==> config.mk <==
export PLATFORM = sky130hd
export DESIGN_NAME = smb_cfg_slave
export DESIGN_NICKNAME = d
export VERILOG_FILES = /design/src/rtl/smb_cfg_pkg.sv /design/src/rtl/smb_sync.sv /design/src/rtl/smb_cfg_regs.sv /design/src/rtl/smb_cfg_slave.sv
export SDC_FILE = /design/constraint.sdc
export NUM_CORES = 1
export LEC_CHECK = 0
export ABC_CLOCK_PERIOD_IN_PS = 2700
export BUFFER_PORTS_ARGS = -buffer_cell sky130_fd_sc_hd__buf_4
export CORE_MARGIN = 1
export CORE_UTILIZATION = 50
export DETAILED_ROUTE_END_ITERATION = 10
export MAX_ROUTING_LAYER = met4
export PLACE_DENSITY = 0.71
export SLEW_MARGIN = 10
export SYNTH_ARGS = -nofsm -noshare
export SYNTH_HDL_FRONTEND = slang
export SYNTH_SLANG_ARGS = --single-unit
export TNS_END_PERCENT = 10
==> constraint.sdc <==
create_clock -name clk -period 2.7 [get_ports clk]
set_clock_uncertainty 0.05 [all_clocks]
set_input_delay 0.27 -clock clk [delete_from_list [all_inputs] [get_ports clk]]
set_output_delay 0.27 -clock clk [all_outputs]
set_load 0.01 [all_outputs]
==> src/rtl/smb_cfg_pkg.sv <==
package smb_cfg_pkg;
    typedef enum logic [2:0] {
        ST_IDLE, ST_RX, ST_ACK, ST_TX, ST_RACK, ST_WAIT
    } st_e;

    typedef enum logic [1:0] {
        K_ADDR, K_CMD, K_COUNT, K_DATA
    } kind_e;

    typedef struct packed {
        st_e        st;
        kind_e      kind;
        logic [3:0] cnt;
        logic [7:0] sr;
        logic       ack;
        logic       oe;
        logic       blk;
        logic       first;
        logic       mack;
        logic [7:0] ptr;
        logic [7:0] rem;
    } fsm_t;
endpackage

==> src/rtl/smb_sync.sv <==
module smb_sync #(
    parameter int STAGES = 2
) (
    input  logic clk,
    input  logic rst_n,
    input  logic scl_i,
    input  logic sda_i,
    output logic scl_s,
    output logic sda_s,
    output logic scl_rise,
    output logic scl_fall,
    output logic bus_start,
    output logic bus_stop
);
    typedef struct packed {
        logic [STAGES-1:0] scl;
        logic [STAGES-1:0] sda;
        logic              scl_p;
        logic              sda_p;
    } sy_t;

    sy_t d, q;

    always_comb begin
        d       = q;
        d.scl   = {q.scl[STAGES-2:0], scl_i};
        d.sda   = {q.sda[STAGES-2:0], sda_i};
        d.scl_p = q.scl[STAGES-1];
        d.sda_p = q.sda[STAGES-1];
    end

    always_ff @(posedge clk or negedge rst_n) begin
        if (!rst_n) q <= '1;
        else        q <= d;
    end

    assign scl_s     = q.scl[STAGES-1];
    assign sda_s     = q.sda[STAGES-1];
    assign scl_rise  = scl_s & ~q.scl_p;
    assign scl_fall  = ~scl_s & q.scl_p;
    assign bus_start = scl_s & q.scl_p & q.sda_p & ~sda_s;
    assign bus_stop  = scl_s & q.scl_p & ~q.sda_p & sda_s;
endmodule

==> src/rtl/smb_cfg_regs.sv <==
module smb_cfg_regs #(
    parameter int         IDX_A = 22,
    parameter int         IDX_B = 23,
    parameter logic [7:0] RST_A = 8'h0F,
    parameter logic [7:0] RST_B = 8'hFF
) (
    input  logic       clk,
    input  logic       rst_n,
    input  logic       we,
    input  logic [7:0] idx,
    input  logic [7:0] wdata,
    output logic [7:0] rdata,
    output logic [7:0] reg_a,
    output logic [7:0] reg_b
);
    localparam logic [7:0] SLOT_A = 8'(IDX_A);
    localparam logic [7:0] SLOT_B = 8'(IDX_B);

    logic [7:0] a_d, a_q, b_d, b_q;
    logic       hit;

    always_comb begin
        a_d = a_q;
        b_d = b_q;
        if (we && idx == SLOT_A) a_d = wdata;
        if (we && idx == SLOT_B) b_d = wdata;
        hit = (idx == SLOT_A) || (idx == SLOT_B);
        if (idx == SLOT_A)      rdata = a_q;
        else if (idx == SLOT_B) rdata = b_q;
        else                    rdata = 8'h00;
    end

    always_ff @(posedge clk or negedge rst_n) begin
        if (!rst_n) begin
            a_q <= RST_A;
            b_q <= RST_B;
        end else begin
            a_q <= a_d;
            b_q <= b_d;
        end
    end

    assign reg_a = a_q;
    assign reg_b = b_q;

    // a write to an unimplemented slot leaves both stored bytes alone
    p_reserved_r8: assert property (@(posedge clk) disable iff (!rst_n)
        (we && !hit) |=> ($stable(a_q) && $stable(b_q)));
endmodule

==> src/rtl/smb_cfg_slave.sv <==
module smb_cfg_slave
    import smb_cfg_pkg::*;
#(
    parameter logic [6:0] ADDR_HI     = 7'b1101001,
    parameter logic [6:0] ADDR_LO     = 7'b1101110,
    parameter int         NUM_REGS    = 24,
    parameter int         IDX_A       = 22,
    parameter int         IDX_B       = 23,
    parameter logic [7:0] RST_A       = 8'h0F,
    parameter logic [7:0] RST_B       = 8'hFF,
    parameter int         SYNC_STAGES = 2
) (
    input  logic        clk,
    input  logic        rst_n,
    input  logic        scl_i,
    input  logic        sda_i,
    output logic        sda_oe,
    input  logic        addr_sel,
    input  logic        chip_sel,
    output logic [1:0]  thresh_sel,
    output logic [1:0]  fb_en,
    output logic [11:0] pair_en
);
    localparam logic [7:0] COUNT_BYTE = 8'(NUM_REGS);

    logic scl_s, sda_s, scl_rise, scl_fall, bus_start, bus_stop;
    logic wr_en;
    logic [7:0] rdata, reg_a, reg_b, tx_byte;
    logic addr_ok, cs_ok, tx_count;
    fsm_t d, q;

    smb_sync #(.STAGES(SYNC_STAGES)) u_sync (
        .clk(clk), .rst_n(rst_n), .scl_i(scl_i), .sda_i(sda_i),
        .scl_s(scl_s), .sda_s(sda_s), .scl_rise(scl_rise), .scl_fall(scl_fall),
        .bus_start(bus_start), .bus_stop(bus_stop)
    );

    smb_cfg_regs #(.IDX_A(IDX_A), .IDX_B(IDX_B), .RST_A(RST_A), .RST_B(RST_B)) u_regs (
        .clk(clk), .rst_n(rst_n), .we(wr_en), .idx(q.ptr), .wdata(q.sr),
        .rdata(rdata), .reg_a(reg_a), .reg_b(reg_b)
    );

    always_comb begin
        d        = q;
        wr_en    = 1'b0;
        addr_ok  = (q.sr[7:1] == (addr_sel ? ADDR_HI : ADDR_LO));
        cs_ok    = (q.sr[6:5] == (chip_sel ? 2'b10 : 2'b01));
        tx_count = q.blk && q.first;
        tx_byte  = tx_count ? COUNT_BYTE : rdata;
        if (bus_start) begin
            d.st   = ST_RX;
            d.kind = K_ADDR;
            d.cnt  = '0;
            d.oe   = 1'b0;
        end else if (bus_stop) begin
            d.st = ST_IDLE;
            d.oe = 1'b0;
        end else begin
            case (q.st)
                ST_RX: begin
                    if (scl_rise && q.cnt < 4'd8) begin
                        d.sr  = {q.sr[6:0], sda_s};
                        d.cnt = q.cnt + 4'd1;
                    end else if (scl_fall && q.cnt == 4'd8) begin
                        d.cnt = '0;
                        d.st  = ST_ACK;
                        case (q.kind)
                            K_ADDR:  d.ack = addr_ok;
                            K_CMD:   d.ack = cs_ok;
                            K_COUNT: d.ack = 1'b1;
                            default: d.ack = (q.rem != 8'd0);
                        endcase
                        d.oe = d.ack;
                    end
                end
                ST_ACK: begin
                    if (scl_fall) begin
                        d.oe = 1'b0;
                        if (!q.ack) begin
                            d.st = ST_WAIT;
                        end else begin
                            case (q.kind)
                                K_ADDR: begin
                                    if (q.sr[0]) begin
                                        d.st    = ST_TX;
                                        d.sr    = tx_byte;
                                        d.first = 1'b0;
                                        if (!tx_count) d.ptr = q.ptr + 8'd1;
                                        d.oe    = ~tx_byte[7];
                                    end else begin
                                        d.st   = ST_RX;
                                        d.kind = K_CMD;
                                    end
                                end
                                K_CMD: begin
                                    d.st    = ST_RX;
                                    d.blk   = ~q.sr[7];
                                    d.first = 1'b1;
                                    d.ptr   = q.sr[7] ? {3'b000, q.sr[4:0]} : 8'd0;
                                    d.rem   = 8'd1;
                                    d.kind  = q.sr[7] ? K_DATA : K_COUNT;
                                end
                                K_COUNT: begin
                                    d.st    = ST_RX;
                                    d.rem   = q.sr;
                                    d.first = 1'b0;
                                    d.kind  = K_DATA;
                                end
                                default: begin
                                    wr_en = 1'b1;
                                    d.st  = ST_RX;
                                    d.ptr = q.ptr + 8'd1;
                                    d.rem = q.rem - 8'd1;
                                end
                            endcase
                        end
                    end
                end
                ST_TX: begin
                    if (scl_fall) begin
                        if (q.cnt == 4'd7) begin
                            d.st  = ST_RACK;
                            d.cnt = '0;
                            d.oe  = 1'b0;
                        end else begin
                            d.sr  = {q.sr[6:0], 1'b0};
                            d.cnt = q.cnt + 4'd1;
                            d.oe  = ~q.sr[6];
                        end
                    end
                end
                ST_RACK: begin
                    if (scl_rise) begin
                        d.mack = sda_s;
                    end else if (scl_fall) begin
                        if (!q.mack) begin
                            d.st    = ST_TX;
                            d.sr    = tx_byte;
                            d.first = 1'b0;
                            if (!tx_count) d.ptr = q.ptr + 8'd1;
                            d.oe    = ~tx_byte[7];
                        end else begin
                            d.st = ST_WAIT;
                        end
                    end
                end
                default: ;
            endcase
        end
    end

    always_ff @(posedge clk or negedge rst_n) begin
        if (!rst_n) begin
            q       <= '0;
            q.st    <= ST_IDLE;
            q.kind  <= K_ADDR;
            q.blk   <= 1'b1;
            q.first <= 1'b1;
            q.mack  <= 1'b1;
        end else begin
            q <= d;
        end
    end

    assign sda_oe     = q.oe;
    assign thresh_sel = reg_a[7:6];
    assign fb_en      = ~reg_a[5:4];
    assign pair_en    = {reg_b, reg_a[3:0]};

    // the data line is only pulled or released while the clock is low
    p_oe_scl_low_r1: assert property (@(posedge clk) disable iff (!rst_n)
        !$stable(q.oe) |-> (!scl_s || bus_start || bus_stop));
    // an address acknowledge is only given for a matching address
    p_addr_ack_r1: assert property (@(posedge clk) disable iff (!rst_n)
        (q.st == ST_ACK && q.kind == K_ADDR && q.oe) |-> addr_ok);
    // a command acknowledge requires the chip-select code
    p_cs_gate_r5: assert property (@(posedge clk) disable iff (!rst_n)
        (q.st == ST_ACK && q.kind == K_CMD && q.oe) |-> cs_ok);
    // no store once the byte budget is used up
    p_count_limit_r6: assert property (@(posedge clk) disable iff (!rst_n)
        wr_en |-> (q.rem != 8'd0));
    // stores happen only at the clock fall that ends the acknowledge
    p_wr_after_ack_r9: assert property (@(posedge clk) disable iff (!rst_n)
        wr_en |-> (q.st == ST_ACK && q.ack && scl_fall));
    // bit counter never runs past a full byte
    p_cnt_range_r4: assert property (@(posedge clk) disable iff (!rst_n)
        q.cnt <= 4'd8);
endmodule

==> results of run 1 <==
how the worst min path moves through the flow:
stage	endpoint	slack (ps)
floorplan	q[0]	-80
global placement	u_sync.scl_s	300
detailed placement	u_sync.sda_s	300
CTS	u_sync.sda_s	310
global route	u_sync.sda_s	310
finish	u_sync.sda_s	310
layer usage:
metal	global-route usage (%)	up-vias
met3	5.47	22
met1	34.1	1686
met5	-	-
li1	-	1624
met2	38.1	128
met4	9.92	0
power breakdown:
group / switching (W) / leakage (nW) / internal, W
Combinational: 0.000112 / 0.922 / 0.000109
Sequential: 0.000157 / 0.747 / 0.000962
Clock: 0.000374 / 0.122 / 0.000638
Total: 0.000643 / 1.79 / 0.00171
logic make-up after synthesis:
kind of cell | synth area share (%)
flip-flops | 38.7
XOR/XNOR | 0.887
adder cells (fa/ha/maj) | 2.85
AO/OA/AOI/OAI | 22.4
buffers and inverters | 6.93
AND/OR/NAND/NOR | 20.8
multiplexers | 7.54
sequential cells by signal (all words and copies together), names as in the netlist:
name,cells
u_sync.d,2
u_sync.scl_s,1
u_regs.reg_a,8
u_regs.reg_b,8
q,37
u_sync.q,2
sda_oe,1
u_sync.sda_s,1
through the flow:
step                      area, um2  setup WS [ps]  std cells  utilization [%]  power, W
after floorplan                3950            342        424                -   0.00123
after detailed placement       4120            191        529             53.6   0.00134
after CTS                      4400            194        548             57.3   0.00236
final                          4400            195        548             57.3   0.00235
after global placement         4120            217        529             53.6   0.00133
after global routing           4400           63.4        548             57.3   0.00245
critical path: cells and delay by family (launching register included):
kind            cells  cell delay [ps]
flops               1              630
simple gates        2              620
mux                 1              390
compound gates      2              700
cell type report:
| class | count | area [um2] | share of cell area, % |
|---|---|---|---|
| clock buffer | 10 | 138 | 3.13 |
| timing repair buffer | 37 | 285 | 6.48 |
| multi-input combinational | 316 | 2150 | 48.8 |
| sequential | 60 | 1530 | 34.7 |
| clock inverter | 6 | 111 | 2.53 |
| inverter | 17 | 63.8 | 1.45 |
| tap | 102 | 128 | 2.90 |
layout by cell type (no fill, tap or decap), drive strengths merged, types with 10 or more instances in the layout:
| master | n |
|---|---|
| buf | 34 |
| a21oi | 26 |
| nand2 | 33 |
| nand2b | 10 |
| a22oi | 11 |
| clkbuf | 10 |
| nor2 | 19 |
| dfrtp | 39 |
| o21ai | 36 |
| nand3 | 16 |
| dfstp | 21 |
| mux2 | 22 |
| inv | 17 |
what timing repair did:
action / 4_1_cts / 5_1_grt
hold endpoints to repair: 41 / 0
hold buffers: 3 / 0
setup buffers: 0 / 0
==> metrics.cfg, run 1 <==
[outcome]
run_status = completed

[setup_path]
rrSetupSlack_ps = 190
path_max_fanout = 13
r2r_start = u_sync.scl_s
start_kind = register
startpoint = u_sync.scl_s
slowest_delay_ps = 630
path_cells = or3b_4 > a221oi_2 > nand4_1 > a211oi_4 > mux2_2
end_kind = register
r2r-end = q[26]
criticalPathCategory = register to register
cp.required_ps = 2880
endpoint = q[26]
cp.arrival_ps = 2690
slowest_stage = dfstp_2
reg2reg_depth = 5

[yosys]
synth_cell_type_count = 67
syn_nets = 439
ys_seq_area_share_pct = 38.7
ys.flop_type = dfrtp_1
netlist_instances = 424
synthTopCellsByArea = dfrtp_1 (25%), dfstp_2 (14%), mux2_2 (6.3%)
yosysWarnings = 0
synth_common_cells = dfrtp_1 (39), o21ai_0 (36), nand2_1 (33)
async_reset_ff_share_pct = 100
post-synth-top-count-cell = dfrtp_1
synth_area_um2 = 3950
synth_top_area_share_pct = 24.7
ys_seq_elements = 60
synth_edf_count = 0
avgSynthCellArea_um2 = 9.32
yosysTopAreaCell = dfrtp_1

[worst_hold_path]
worstHoldStart = u_sync.d[3]
hp-class = register to register
min_path_cells = 0

[die]
start_util_pct = 51.4
row_count = 32
core_area_um2 = 7690
die_w_um = 90.9
die_area_um2 = 8260
pin_count = 23
dieHeight_um = 90.9

[clocking]
root_buffer = clkbuf_8
cts.sinks = 60
cts_resized = 0
clk_latency_ps = 350
cts_buffer_depth = 2
clk_pin_slew_ps = 70
cts_tree = built
cts_max_level = 3
cts_made_buffers = 9

[sta]
worst_pin_slew_ps = 758
drv_slew = 0
fin_tns_setup_ps = 0
slew_headroom_pct = 49.5
setup_viol = 0
fmax_mhz = 399
fin_hold_ws_ps = 308
min_period_ps = 2510
min_period_over_period_pct = 92.8
hold_viol = 0
rsz0062_at_grt = no

[global_route]
grt_first_pass_wirelength_um = 16200
grt.overflow.total = 0
grt_pass1_vias = 3246
grt_util_all_layers_pct = 25.6
antenna_found_initial = 0
grt_max_degree = 61

[power]
max-vdd-ir-drop_v = 0.000484
p_per_area_nw_per_um2 = 534
p_leak_nw = 1.79

[route]
wl_met3_um = 618
routed_wirelength_um = 9670
postRouteAntennaNets = 0
met2_length_um = 4510
vias_per_cell = 6.31
dr.pass1.iters = 5
wl_met1_um = 4330
drtIter0Drc = 349
drcViolationCount = 0
top_layer = met4
detail_route.wl_per_cell_um = 17.6
vias = 3460

[cells_and_area]
finalNetCount = 456
area_delta_synth_final_pct = 11.4
nFillCells = 677
diodes = 0
drive_gt1_share_pct = 24.0

[flow_run]
cap_violations = 0

[place]
gp_congestion = 0.929
io_buffer_count = 22
dpl.hpwl_um = 6770

Power figures use the tool's default switching activity.
==> run 2, diff against run 1 <==
CORE_UTILIZATION = 42   (was 50)
PLACE_DENSITY = 0.63   (was 0.71)
==> metrics.cfg, run 2 (synthesis gave the netlist of run 1 again) <==
[die]
die_area_um2 = 9800  ; was 8260 um2
row_count = 35  ; was 32
start_util_pct = 43.0  ; was 51.4%
core_area_um2 = 9200  ; was 7690 um2
dieHeight_um = 99.0  ; was 90.9 um
pin_count = 23  ; unchanged
die_w_um = 99.0  ; was 90.9 um

[setup_path]
crit_buf_inv = 0  ; unchanged
path_max_fanout = 7  ; was 13
path_cells = or3b_4 > a221oi_2 > nand4_1 > a211oi_4 > mux2_2  ; unchanged
criticalPathCategory = register to register  ; unchanged
critical-path-top-delay-family = compound AO/OA/AOI/OAI gates  ; unchanged
cp.required_ps = 2890  ; was 2880 ps
slowest_stage = dfstp_2  ; unchanged
end_kind = register  ; unchanged
start_kind = register  ; unchanged
cp.arrival_ps = 2650  ; was 2690 ps
slowest_delay_ps = 540  ; was 630 ps

[route]
dr.pass1.iters = 5  ; unchanged
routed_wirelength_um = 10200  ; was 9670 um
postRouteAntennaNets = 0  ; unchanged
vias = 3420  ; was 3460
drtIter0Drc = 286  ; was 349
drcViolationCount = 0  ; unchanged
detail_route.wl_per_cell_um = 18.2  ; was 17.6 um
vias_per_cell = 6.11  ; was 6.31

[power]
power.internal_w = 0.00169  ; was 0.00171 W
p_leak_nw = 1.80  ; was 1.79 nW
p_sw_w = 0.000687  ; was 0.000643 W
p_per_area_nw_per_um2 = 536  ; was 534 nW/um2
seqPwrFrac_pct = 47.2  ; was 47.6%
swShare_pct = 28.9  ; was 27.4%
max-vdd-ir-drop_v = 0.000347  ; was 0.000484 V
clock_power_share_pct = 43.4  ; was 43.0%
p_comb_share_pct = 9.4  ; about the same

[global_route]
grt_max_degree = 61  ; unchanged
antenna_found_initial = 0  ; unchanged
grt_first_pass_wirelength_um = 17300  ; was 16200 um
grt_pass1_vias = 3368  ; was 3246
grt.overflow.total = 0  ; unchanged
grt_util_all_layers_pct = 23.3  ; was 25.6%

[clocking]
root_buffer = clkbuf_8  ; unchanged
clk_latency_ps = 360  ; was 350 ps
cts_resized = 0  ; unchanged
clk_pin_slew_ps = 80  ; was 70 ps
cts_buffer_depth = 2  ; unchanged
cts_made_buffers = 9  ; unchanged
cts_max_level = 3  ; unchanged
cts.sinks = 60  ; unchanged
cts_tree = built  ; unchanged

[sta]
slew_headroom_pct = 48.9  ; was 49.5%
fin_tns_setup_ps = 0  ; unchanged
hold_viol = 0  ; unchanged
drv_slew = 0  ; unchanged
setup_viol = 0  ; unchanged
min_period_over_period_pct = 91.1  ; was 92.8%
min_period_ps = 2460  ; was 2510 ps
worst_pin_slew_ps = 767  ; was 758 ps
rsz0062_at_grt = no  ; unchanged
fin_hold_ws_ps = 314  ; was 308 ps
fmax_mhz = 407  ; was 399 MHz

[cells_and_area]
largest_register_ffs = 37  ; unchanged
layout_commonest_cell = dfrtp_1  ; unchanged
diodes = 0  ; unchanged
finalNetCount = 459  ; was 456
final_cell_mix = dfrtp_1 (39), buf_4 (37), o21ai_0 (36)  ; was dfrtp_1 (39), o21ai_0 (36), buf_4 (34)
area_delta_synth_final_pct = 12.3  ; was 11.4%
max_flop_register = q  ; unchanged
drive_gt1_share_pct = 24.5  ; was 24.0%

[place]
gp_congestion = 0.912  ; was 0.929
dpl.hpwl_um = 7190  ; was 6770 um
io_buffer_count = 22  ; unchanged

[worst_hold_path]
hp-class = register to register  ; unchanged

[flow_run]
cap_violations = 0  ; unchanged

[outcome]
run_status = completed  ; unchanged

-- run 2: worst paths after layout --
check / startpoint / end / slack [ps] / depth (start not counted)
max: u_sync.scl_s / q[26] / 240 / 5
min in group asynchronous: rst_n / q[0] / 480 / 2
min reg2reg: u_sync.d[5] / u_sync.scl_s / 310 / 0
min: u_sync.d[5] / u_sync.scl_s / 310 / 0
max reg2reg: u_sync.scl_s / q[26] / 240 / 5
max in group asynchronous: rst_n / q[27] / 1600 / 2
-- run 2: metrics by stage --
stage | total power, W | util, % | setup slack, ps | area (um2) | instances
final | 0.00238 | 48.2 | 240 | 4440 | 560
after detailed placement | 0.00135 | 45.2 | 290 | 4160 | 541
after floorplan | 0.00123 | - | 342 | 3950 | 424
after CTS | 0.00239 | 48.2 | 228 | 4440 | 560
after global routing | 0.00248 | 48.2 | 159 | 4440 | 560
after global placement | 0.00134 | 45.2 | 336 | 4160 | 541
-- run 2: cell type report --
class                      instances  area [um2]
inverter                          17        63.8
multi-input combinational        316        2150
sequential                        60        1530
tap                              111         139
timing repair buffer              40         308
clock buffer                       9         124
fill                             886        4760
clock inverter                     7         124
-- run 2: power groups by stage --
stage	Sequential, W	Combinational [W]	Clock, W
2_1_floorplan	0.00104	0.000187	0
3_3_place_gp	0.00113	0.000212	0
3_5_place_dp	0.00113	0.000220	0
4_1_cts	0.00112	0.000225	0.00105
5_1_grt	0.00113	0.000257	0.00108
6_report	0.00112	0.000224	0.00103
-- run 2: what timing repair did --
| action | 4_1_cts | 5_1_grt |
|---|---|---|
| hold endpoints to repair | 41 | 0 |
| hold buffers | 3 | 0 |
| endpoints found under the setup margin | 0 | 0 |
| setup buffers | 0 | 0 |
-- run 2: per-layer routing --
| layer | track usage, % | routed length [um] |
|---|---|---|
| met1 | 30.3 | 4730 |
| met4 | 9.41 | 198 |
| met2 | 36.7 | 4820 |
| met5 | - | 0 |
| met3 | 3.05 | 456 |
==> run 3, diff against run 2 <==
ABC_CLOCK_PERIOD_IN_PS = 3160   (was 2700)
clock period = 3.16 ns   (was 2.7 ns; I/O delays follow)
==> metrics.cfg, run 3 (synthesis gave the netlist of run 1 again) <==
[sta]
fin_hold_ws_ps = -30.8  ; was 314 ps
drv_slew = 0  ; unchanged
slew_headroom_pct = 49.1  ; was 48.9%
rsz0062_at_grt = no  ; unchanged
min_period_ps = 2550  ; was 2460 ps
worst_pin_slew_ps = 763  ; was 767 ps
hold_viol = 20  ; was 0
fmax_mhz = 393  ; was 407 MHz
setup_viol = 0  ; unchanged
min_period_over_period_pct = 80.6  ; was 91.1%
fin_tns_setup_ps = 0  ; unchanged

[power]
max-vdd-ir-drop_v = 0.000238  ; was 0.000347 V
p_per_area_nw_per_um2 = 435  ; was 536 nW/um2
power_w = 0.00187  ; was 0.00238 W
p_leak_nw = 1.72  ; was 1.80 nW

[die]
row_count = 35  ; unchanged
die_area_um2 = 9800  ; unchanged
dieHeight_um = 99.0  ; unchanged
pin_count = 23  ; unchanged
die_w_um = 99.0  ; unchanged
core_area_um2 = 9200  ; unchanged
start_util_pct = 43.0  ; unchanged

[clocking]
root_buffer = clkbuf_8  ; unchanged
cts_made_buffers = 9  ; unchanged
cts_buffer_depth = 2  ; unchanged
clk_pin_slew_ps = 70  ; was 80 ps
hold_buffers = 0  ; was 3
post_cts_buffers = 0  ; unchanged
cts_resized = 0  ; unchanged
cts_tree = built  ; unchanged
clk_latency_ps = 350  ; was 360 ps
cts.sinks = 60  ; unchanged
cts_max_level = 3  ; unchanged

[route]
vias = 3408  ; was 3420
dr.pass1.iters = 6  ; was 5
drcViolationCount = 0  ; unchanged
vias_per_cell = 6.21  ; was 6.11
drtIter0Drc = 224  ; was 286
detail_route.wl_per_cell_um = 18.1  ; was 18.2 um
routed_wirelength_um = 9950  ; was 10200 um
postRouteAntennaNets = 0  ; unchanged

[global_route]
grt-busiest-layer = met2  ; unchanged
grt_first_pass_wirelength_um = 16500  ; was 17300 um
grt_pass1_vias = 3204  ; was 3368
antenna_found_initial = 0  ; unchanged
grt.overflow.total = 0  ; unchanged
grtUsageMet3_pct = 4.26  ; was 3.05%
grt_util_all_layers_pct = 22.2  ; was 23.3%
grtUsageMet1_pct = 30.3  ; about the same
use_met2_pct = 33.3  ; was 36.7%
grt_max_degree = 61  ; unchanged

[cells_and_area]
area_delta_synth_final_pct = 8.96  ; was 12.3%
layout_commonest_cell = dfrtp_1  ; unchanged
seq_area_um2 = 1530  ; unchanged
diodes = 0  ; unchanged
nFillCells = 883  ; was 886
drive_gt1_share_pct = 22.6  ; was 24.5%
final_cell_mix = dfrtp_1 (39), o21ai_0 (36), nand2_1 (33)  ; was dfrtp_1 (39), buf_4 (37), o21ai_0 (36)
max_flop_register = q  ; unchanged
multi_input_area_um2 = 2150  ; unchanged
finalNetCount = 448  ; was 459
largest_register_ffs = 37  ; unchanged

[setup_path]
criticalPathCategory = register to register  ; unchanged
slowest_delay_ps = 640  ; was 540 ps
crit_buf_inv = 0  ; unchanged
path_max_fanout = 13  ; was 7
start_kind = register  ; unchanged
path_cells = or3b_4 > a221oi_2 > nand4_1 > a211oi_4 > mux2_2  ; unchanged
cp.arrival_ps = 2730  ; was 2650 ps
critical-path-top-delay-family = compound AO/OA/AOI/OAI gates  ; unchanged
slowest_stage = dfstp_2  ; unchanged
cp.required_ps = 3340  ; was 2890 ps
end_kind = register  ; unchanged

[flow_run]
cap_violations = 0  ; unchanged

[place]
gp_congestion = 0.960  ; was 0.912
io_buffer_count = 22  ; unchanged
dpl.hpwl_um = 6920  ; was 7190 um

[worst_hold_path]
hp-class = input port to async pin  ; was register to register

[outcome]
run_status = finished, violations left  ; was completed
failed_checks = negative hold slack

-- run 3: changes by cell type in the layout (fill, tap and decap cells not counted) --
| cell | delta |
|---|---|
| buf_4 | -10 |
| bufinv_16 | -2 |
| clkbuf_1 | +1 |
| clkbuf_8 | +1 |
| clkinv_4 | -2 |
| clkinvlp_4 | +2 |
| dlygate4sd3_1 | -1 |
-- run 3: where the power goes --
part           switching, W  leakage, nW  internal [W]
Sequential         0.000138        0.747      0.000821
Clock              0.000337       0.0922      0.000388
Combinational     0.0000949        0.882     0.0000913
-- run 3: final cells by class --
class / instances / share of cell area [%]
Sequential cell: 60 / 35.5
Timing Repair Buffer: 29 / 5.17
Clock buffer: 11 / 3.28
Clock inverter: 5 / 1.42
Inverter: 17 / 1.48
Multi-Input combinational cell: 316 / 49.9
Tap cell: 111 / 3.23
-- run 3: path summary, 6_finish.rpt --
| path | start | endpoint | slack (ps) | cells past startpoint |
|---|---|---|---|---|
| setup / recovery | u_sync.scl_s | q[26] | 610 | 5 |
| hold / removal | rst_n | q[7] | -30 | 1 |
| setup reg to reg | u_sync.scl_s | q[26] | 610 | 5 |
| hold reg to reg | u_sync.d[5] | u_sync.scl_s | 310 | 0 |
| max in group asynchronous | rst_n | q[21] | 2560 | 1 |
| min in group clk | u_sync.d[5] | u_sync.scl_s | 310 | 0 |
-- run 3: per-layer routing --
metal	wire [um]	share of wire (%)
met1	4690	47
met3	542	5.4
met4	131	1.3
met5	0	0
met2	4580	46
-- run 3: metrics by stage --
| step | area (um2) | cells | utilization [%] | hold slack, ps | setup WS [ps] |
|---|---|---|---|---|---|
| floorplan | 3950 | 424 | - | -29.6 | 802 |
| global placement | 4080 | 531 | 44.4 | 296 | 689 |
| detailed placement | 4080 | 531 | 44.4 | 297 | 620 |
| CTS | 4290 | 547 | 46.6 | 5.73 | 603 |
| global route | 4310 | 549 | 46.8 | 34.1 | 460 |
| finish | 4310 | 549 | 46.8 | -30.8 | 614 |
